### src/rtl/dfs_pkg.sv
// Package: field widths and bit positions of the fault status and control words.
// Assumes a 64-bit register width; the positions are part of the software contract.
package dfs_pkg;
    localparam int unsigned WORD_W    = 64;
    localparam int unsigned KIND_W    = 3;
    localparam int unsigned REQID_W   = 16;
    localparam int unsigned ADDR_W    = 32;
    localparam int unsigned THR_W     = 12;

    localparam int unsigned ST_VALID  = 63;
    localparam int unsigned ST_HOLD   = 62;
    localparam int unsigned ST_KIND_L = 59;
    localparam int unsigned ST_OVF    = 58;
    localparam int unsigned ST_RID_L  = 37;
    localparam int unsigned ST_ADDR_L = 0;

    localparam int unsigned CT_EN     = 63;
    localparam int unsigned CT_THR_L  = 10;

    typedef enum logic [KIND_W-1:0] {
        FK_DEV_L1  = 3'd0,
        FK_DEV_L2  = 3'd1,
        FK_PAGE_L1 = 3'd2,
        FK_PAGE_L2 = 3'd3,
        FK_UNAUTH  = 3'd4,
        FK_BADRESP = 3'd5
    } fault_kind_e;

    typedef struct packed {
        logic               present;
        logic               pending;
        logic [KIND_W-1:0]  kind;
        logic               ovf;
        logic [REQID_W-1:0] reqid;
        logic [ADDR_W-1:0]  addr;
    } fault_rec_t;
endpackage

### src/rtl/dfs_capture.sv
// Module: dfs_capture
// Holds the first fault record until software acknowledges it; later faults only set
// a sticky overflow flag. An acknowledge in the same cycle as a fault makes room for it.
// Assumes flt_strobe is a single-cycle pulse per fault and ack is a single-cycle strobe.
module dfs_capture
    import dfs_pkg::*;
#(
    parameter int unsigned P_KIND_W  = KIND_W,
    parameter int unsigned P_REQID_W = REQID_W,
    parameter int unsigned P_ADDR_W  = ADDR_W
) (
    input  logic                 clk,
    input  logic                 rst_n,
    input  logic                 flt_strobe,
    input  logic [P_KIND_W-1:0]  flt_kind,
    input  logic [P_REQID_W-1:0] flt_reqid,
    input  logic [P_ADDR_W-1:0]  flt_addr,
    input  logic                 ack,
    output fault_rec_t           rec
);
    fault_rec_t rec_q;
    fault_rec_t fresh;

    // Build the record a newly accepted fault would load.
    always_comb begin
        fresh         = '0;
        fresh.present = 1'b1;
        fresh.pending = 1'b1;
        fresh.kind    = flt_kind;
        fresh.reqid   = flt_reqid;
        fresh.addr    = flt_addr;
    end

    // Record register: first fault wins, acknowledge clears, a collision sets overflow.
    always_ff @(posedge clk) begin
        if (!rst_n) begin
            rec_q <= '0;
        end else if (flt_strobe && (ack || !rec_q.present)) begin
            rec_q <= fresh;
        end else if (ack) begin
            rec_q <= '0;
        end else if (flt_strobe) begin
            rec_q.ovf <= 1'b1;
        end
    end

    assign rec = rec_q;


    capture_empty_chk: assert property (@(posedge clk) disable iff (!rst_n)
        (flt_strobe && !rec_q.present && !ack) |=>
        (rec_q.present && rec_q.pending && !rec_q.ovf && rec_q.kind == $past(flt_kind)
         && rec_q.reqid == $past(flt_reqid) && rec_q.addr == $past(flt_addr)));


    first_fault_kept_chk: assert property (@(posedge clk) disable iff (!rst_n)
        (rec_q.present && !ack) |=>
        ($stable(rec_q.kind) && $stable(rec_q.reqid) && $stable(rec_q.addr) && rec_q.present));


    overflow_set_chk: assert property (@(posedge clk) disable iff (!rst_n)
        (rec_q.present && !ack && flt_strobe) |=> rec_q.ovf);


    ack_clears_chk: assert property (@(posedge clk) disable iff (!rst_n)
        (ack && !flt_strobe) |=> (rec_q == '0));
endmodule

### src/rtl/dfs_control.sv
// Module: dfs_control
// Control register: the reporting enable and the threshold field, written whole on a
// control write. Assumes the threshold is consumed by the translation unit, not here.
module dfs_control
    import dfs_pkg::*;
#(
    parameter int unsigned P_THR_W   = THR_W,
    parameter int unsigned P_THR_RST = 'h100
) (
    input  logic               clk,
    input  logic               rst_n,
    input  logic               wr,
    input  logic               en_in,
    input  logic [P_THR_W-1:0] thr_in,
    output logic               en,
    output logic [P_THR_W-1:0] thr
);
    localparam logic [P_THR_W-1:0] THR_RST = P_THR_W'(P_THR_RST);

    // Enable and threshold storage with their reset values.
    always_ff @(posedge clk) begin
        if (!rst_n) begin
            en  <= 1'b0;
            thr <= THR_RST;
        end else if (wr) begin
            en  <= en_in;
            thr <= thr_in;
        end
    end


    ctrl_quiet_chk: assert property (@(posedge clk) disable iff (!rst_n)
        !wr |=> ($stable(en) && $stable(thr)));
endmodule

### src/rtl/dma_fault_status.sv
// Module: dma_fault_status
// Top of the fault status block: decodes register writes, packs the status and control
// words and drives the level interrupt. Assumes one register write per cycle at most.
module dma_fault_status
    import dfs_pkg::*;
#(
    parameter int unsigned P_THR_W   = THR_W,
    parameter int unsigned P_THR_RST = 'h100
) (
    input  logic               clk,
    input  logic               rst_n,
    input  logic               flt_strobe,
    input  logic [KIND_W-1:0]  flt_kind,
    input  logic [REQID_W-1:0] flt_reqid,
    input  logic [ADDR_W-1:0]  flt_addr,
    input  logic               wr_en,
    input  logic               wr_ctrl,
    input  logic [WORD_W-1:0]  wr_data,
    output logic [WORD_W-1:0]  status_word,
    output logic [WORD_W-1:0]  ctrl_word,
    output logic               irq
);
    fault_rec_t         rec;
    logic               ack;
    logic               ctl_wr;
    logic               en;
    logic [P_THR_W-1:0] thr;

    // Write decode: a status write acknowledges only when bit 62 is written as zero.
    always_comb begin
        ack    = wr_en && !wr_ctrl && !wr_data[ST_HOLD];
        ctl_wr = wr_en && wr_ctrl;
    end

    dfs_capture u_capture (
        .clk        (clk),
        .rst_n      (rst_n),
        .flt_strobe (flt_strobe),
        .flt_kind   (flt_kind),
        .flt_reqid  (flt_reqid),
        .flt_addr   (flt_addr),
        .ack        (ack),
        .rec        (rec)
    );

    dfs_control #(
        .P_THR_W   (P_THR_W),
        .P_THR_RST (P_THR_RST)
    ) u_control (
        .clk    (clk),
        .rst_n  (rst_n),
        .wr     (ctl_wr),
        .en_in  (wr_data[CT_EN]),
        .thr_in (wr_data[CT_THR_L +: P_THR_W]),
        .en     (en),
        .thr    (thr)
    );

    // Pack the status word; unused bits stay zero.
    always_comb begin
        status_word                              = '0;
        status_word[ST_VALID]                    = rec.present;
        status_word[ST_HOLD]                     = rec.pending;
        status_word[ST_KIND_L +: KIND_W]         = rec.kind;
        status_word[ST_OVF]                      = rec.ovf;
        status_word[ST_RID_L +: REQID_W]         = rec.reqid;
        status_word[ST_ADDR_L +: ADDR_W]         = rec.addr;
    end

    // Pack the control word; unused bits stay zero.
    always_comb begin
        ctrl_word                        = '0;
        ctrl_word[CT_EN]                 = en;
        ctrl_word[CT_THR_L +: P_THR_W]   = thr;
    end

    // Level interrupt while a record is present and reporting is enabled.
    assign irq = rec.present && en;


    irq_drops_on_ack_chk: assert property (@(posedge clk) disable iff (!rst_n)
        (ack && !flt_strobe) |=> !irq);
endmodule

### config.mk
export PLATFORM = sky130hd
export DESIGN_NAME = dma_fault_status
export DESIGN_NICKNAME = d
export VERILOG_FILES = /design/src/rtl/dfs_pkg.sv /design/src/rtl/dfs_capture.sv /design/src/rtl/dfs_control.sv /design/src/rtl/dma_fault_status.sv
export SDC_FILE = /design/constraint.sdc
export NUM_CORES = 1
export LEC_CHECK = 0
export BUFFER_PORTS_ARGS = -buffer_cell sky130_fd_sc_hd__buf_2
export CAP_MARGIN = 20
export CORE_AREA = 2 2 96 98
export DETAILED_ROUTE_END_ITERATION = 10
export DIE_AREA = 0 0 98 100
export PLACE_DENSITY = 0.83
export SETUP_SLACK_MARGIN = 0.2
export SLEW_MARGIN = 20
export SYNTH_ARGS = -nofsm -noshare
export SYNTH_HDL_FRONTEND = slang
export SYNTH_HIERARCHICAL = 1
export SYNTH_SLANG_ARGS = --single-unit
### constraint.sdc
create_clock -name clk -period 2 [get_ports clk]
set_clock_uncertainty 0.1 [all_clocks]
set_input_delay 0.5 -clock clk [delete_from_list [all_inputs] [get_ports clk]]
set_output_delay 0.5 -clock clk [all_outputs]
set_load 0.03 [all_outputs]
Word-level counts from Yosys, hierarchy flattened
Index checks and enable logic that the tools add are counted.

storage, ports and cells
  input bits = 120
  output and inout port bits = 129
  word-level logic and storage cells = 25
  bits in registers = 67

operators by class
  reduce and logical (&&, ||, !) cells = 11
  multiplexer cells = 5
  bitwise operators = 1

operators by type and width
  kind                number
  54-bit 2-to-1 mux   1
  48-bit 2-to-1 mux   1
  1-bit logical AND   5
  5-bit 2-to-1 mux    1
  1-bit logical NOT   3
  3-bit OR reduction  1
  1-bit 2-to-1 mux    2
  2-bit nonzero test  1
  1-bit logical OR    1
  1-bit NOT           1

Logic depth before layout (Yosys ltp)
  depth in word-level cells = 6
  mapped depth = 5
  gate-level depth less buffers = 4

Hierarchy
Netlist, hierarchy kept.

by module, submodules not included
  module            sequential area each (um^2)  area each (um^2)  cells an instance  times used
  dfs_capture       1061.0                       1986.9            236                1
  dfs_control       260.2                        504.2             42                 1
  dma_fault_status  0.0                          494.2             66                 1

Worst setup path before layout
Ideal clock, no wire load.

  path type = reg2out
  start = reg u_capture.rec_q (netlist bit u_capture/rec[53])
  end = out irq
  path buffers = 1
  stages on the path, launching flop included = 3
  path slack = 0.276 ns
  data required time = 1.400 ns
  data arrival time = 1.124 ns
  path through = dfxtp_1 > buf_4 > and2_1

between the ends
  longest elaborated chain between the ends = 1

ends and longest elaborated chain
  what                    line                    text
  from (decl)             dfs_capture.sv:21       fault_rec_t rec_q;
  from (signal assigned)  dfs_capture.sv:39       rec_q <= fresh;
  1-bit logical AND       dma_fault_status.sv:78  assign irq = rec.present && en;
  to (decl)               dma_fault_status.sv:21  output logic irq

Every way passes these cells.

Final worst setup path
Same ends and word-level chain as after synthesis.

==> flow_summary.json <==
{
  "status": "finished clean",
  "max_clock_freq_ghz": 0.606,
  "clock_path_buffers": 2,
  "synth_edf_count": 0,
  "endpoint_kind": "output port",
  "route.vias.total": 2518,
  "antenna_left": 0,
  "die_h_um": 100,
  "fin_nets": 592,
  "ys_top_cells_by_area": "dfxtp_1 44%, buf_4 18%, nand2_1 13%",
  "synth_top_area_cell": "dfxtp_1",
  "clkTransAtPathRegs_ns": 0.06,
  "ys_async_sr_fraction_pct": 0,
  "antenna_found_initial": 0,
  "yosys.area.top_type_share_pct": 44.3,
  "antenna_cells": 0,
  "grtUsageTotal_pct": 12.6,
  "clk_latency_ns": 0.32,
  "drc_errors": 0,
  "layout-drive-gt1-share_pct": 34.5,
  "ys_ff_latch": 66,
  "cts_root_buf": "clkbuf_8",
  "drv_cap": 0,
  "rsz0062_at_grt": "false",
  "cts_tree": "done",
  "hold_viol": 0,
  "die_area_sq_um": 9800,
  "grt_pass1_wl_um": 9980,
  "num_rows": 35,
  "routed_wl_um": 6340,
  "die_width_um": 98,
  "grt_max_degree": 60,
  "syn_inst": 344,
  "setup_viol": 0,
  "wl_per_cell_um": 10.8,
  "synth.distinct_cells": 18,
  "port_buffers": 137,
  "period_needed_ns": 1.65,
  "globalRouteOverflowTotal": 0,
  "core_area_sq_um": 8890,
  "cts.sinks": 66,
  "dp_hpwl_um": 4650,
  "drtIter0Drc": 92,
  "met3_usage_pct": 4.60,
  "grt_use_met1_pct": 13.9,
  "avgSynthCellArea_sq_um": 8.68,
  "hold_class": "primary input to flop",
  "grt_busiest_layer": "met2",
  "setup-tns-final_ns": 0,
  "critPathLaunchType": "flop",
  "fin_ws_ns": 0.349,
  "htree_levels": 3,
  "grt_pass1_vias": 2251,
  "cp_data_arrival_time_ns": 1.05,
  "place_ws_ns": 0.253,
  "powerDensity_nw_per_um2": 878,
  "crit_path_max_fanout": 6,
  "p_leak_nw": 1.82,
  "dr.pass1.iters": 4,
  "rrSetupSlack_ns": 0.77,
  "initial_core_util_pct": 33.6,
  "via_per_inst": 4.30,
  "postCtsHoldBufs": 0,
  "area_growth_pct": 22.3,
  "seq_area_frac_synth_pct": 44.3,
  "ioPinCount": 249,
  "gp_congestion": 0.722,
  "critPathKind": "flop to output port",
  "yosys_most_used_dff": "dfxtp_1",
  "use_met2_pct": 22.2,
  "maxSlewViolCount": 0,
  "synth.cell_area_sq_um": 2990,
  "ys_warn_count": 6,
  "ir_drop_v": 0.000260,
  "finalPower_mw": 3.20,
  "required_ns": 1.40,
  "cts_buffers": 9,
  "fin_crit_sh_pct": 82.5
}
[layout make-up]
cell class,instances,area (sq um)
multi-input cells,249,1220
fillers,894,5240
well taps,111,139
inverters,1,3.75
clock buffers,11,151
repair buffers,145,773
flip-flops and latches,66,1320
clock inverters,3,40.0
[repair_timing]
action / CTS / global route
setup buffers: 0 / 0
setup endpoints to repair: 0 / 1
gates resized for setup: 0 / 1
[where the power goes]
part,switching [mW],internal [mW],leakage [nW]
Sequential,0.0389,1.39,0.542
Combinational,0.497,0.192,1.18
Clock,0.457,0.626,0.101
Total,0.993,2.21,1.82
[per-stage QoR]
step / hold slack (ns) / area, sq um / cells / utilization (%)
final: 0.299 / 3650 / 586 / 41.1
after global routing: 0.292 / 3650 / 586 / 41.1
after CTS: 0.275 / 3650 / 586 / 41.1
after detailed placement: 0.355 / 3460 / 572 / 38.9
after global placement: 0.350 / 3460 / 572 / 38.9
after floorplan: 0.398 / 3210 / 404 / -
[critical path, stage by stage, from the launching register on]
cell and delay [ns]:
dfxtp_2 0.41, and2_1 0.14, buf_2 0.19
[registers in the layout, indices dropped and copies added, names as in the netlist]
signal / cells
u_capture/rec: 53
u_control/en: 1
u_control/thr: 12
[routing by layer]
layer | routed length, um | share of wire (%)
met1 | 2670 | 42
met2 | 3040 | 48
met3 | 537 | 8.5
met4 | 88 | 1.4
met5 | 0 | 0
[cells in the final DEF, fill, tap and decap left out, types with 2 or more instances in the layout]
cell type  synthesis  routed
dfxtp_1           66      65
buf_2             10     136
clkbuf_8           0      11
nor2b_1           12      12
mux2i_1           14      14
buf_12             1       2
clkinv_2           0       2
o22ai_1           51      51
buf_4             70       7
nand2_1          104     103
conb_1             1      61
and2_1             2       2
[final timing paths]
path / endpoint / start / cells past startpoint
worst min-delay path: u_control/thr[8]$_SDFFE_PN1P_ / wr_data[18] / 3
worst max register to register: u_capture/rec[11]$_SDFFE_PN0P_ / u_capture/rec[53]$_SDFFE_PN0P_ / 4
worst min register to register: u_capture/rec[15]$_SDFFE_PN0P_ / u_capture/rec[15]$_SDFFE_PN0P_ / 2
worst max-delay path: irq / u_capture/rec[53]$_SDFFE_PN0P_ / 2
[cell families (layout without fill, tap and decap cells)]
group                  count (synthesis)  count (layout)  share of synthesized area, %
and+or+nand+nor                      121             121                          16.9
buffers and inverters                 89             160                          22.5
DFF                                   66              66                          44.3
AOI/OAI and AO/OA                     53              53                          11.6
muxes                                 14              14                          4.69
other                                  1              61                         0.126
[cell usage after synthesis, drive strengths merged, types with 2 or more instances]
library cell,instances
nand2,104
buf,87
dfxtp,66
o22ai,51
mux2i,14
nor2b,12
and2,2
nor3b,2
(Power assumes the default switching activity.)
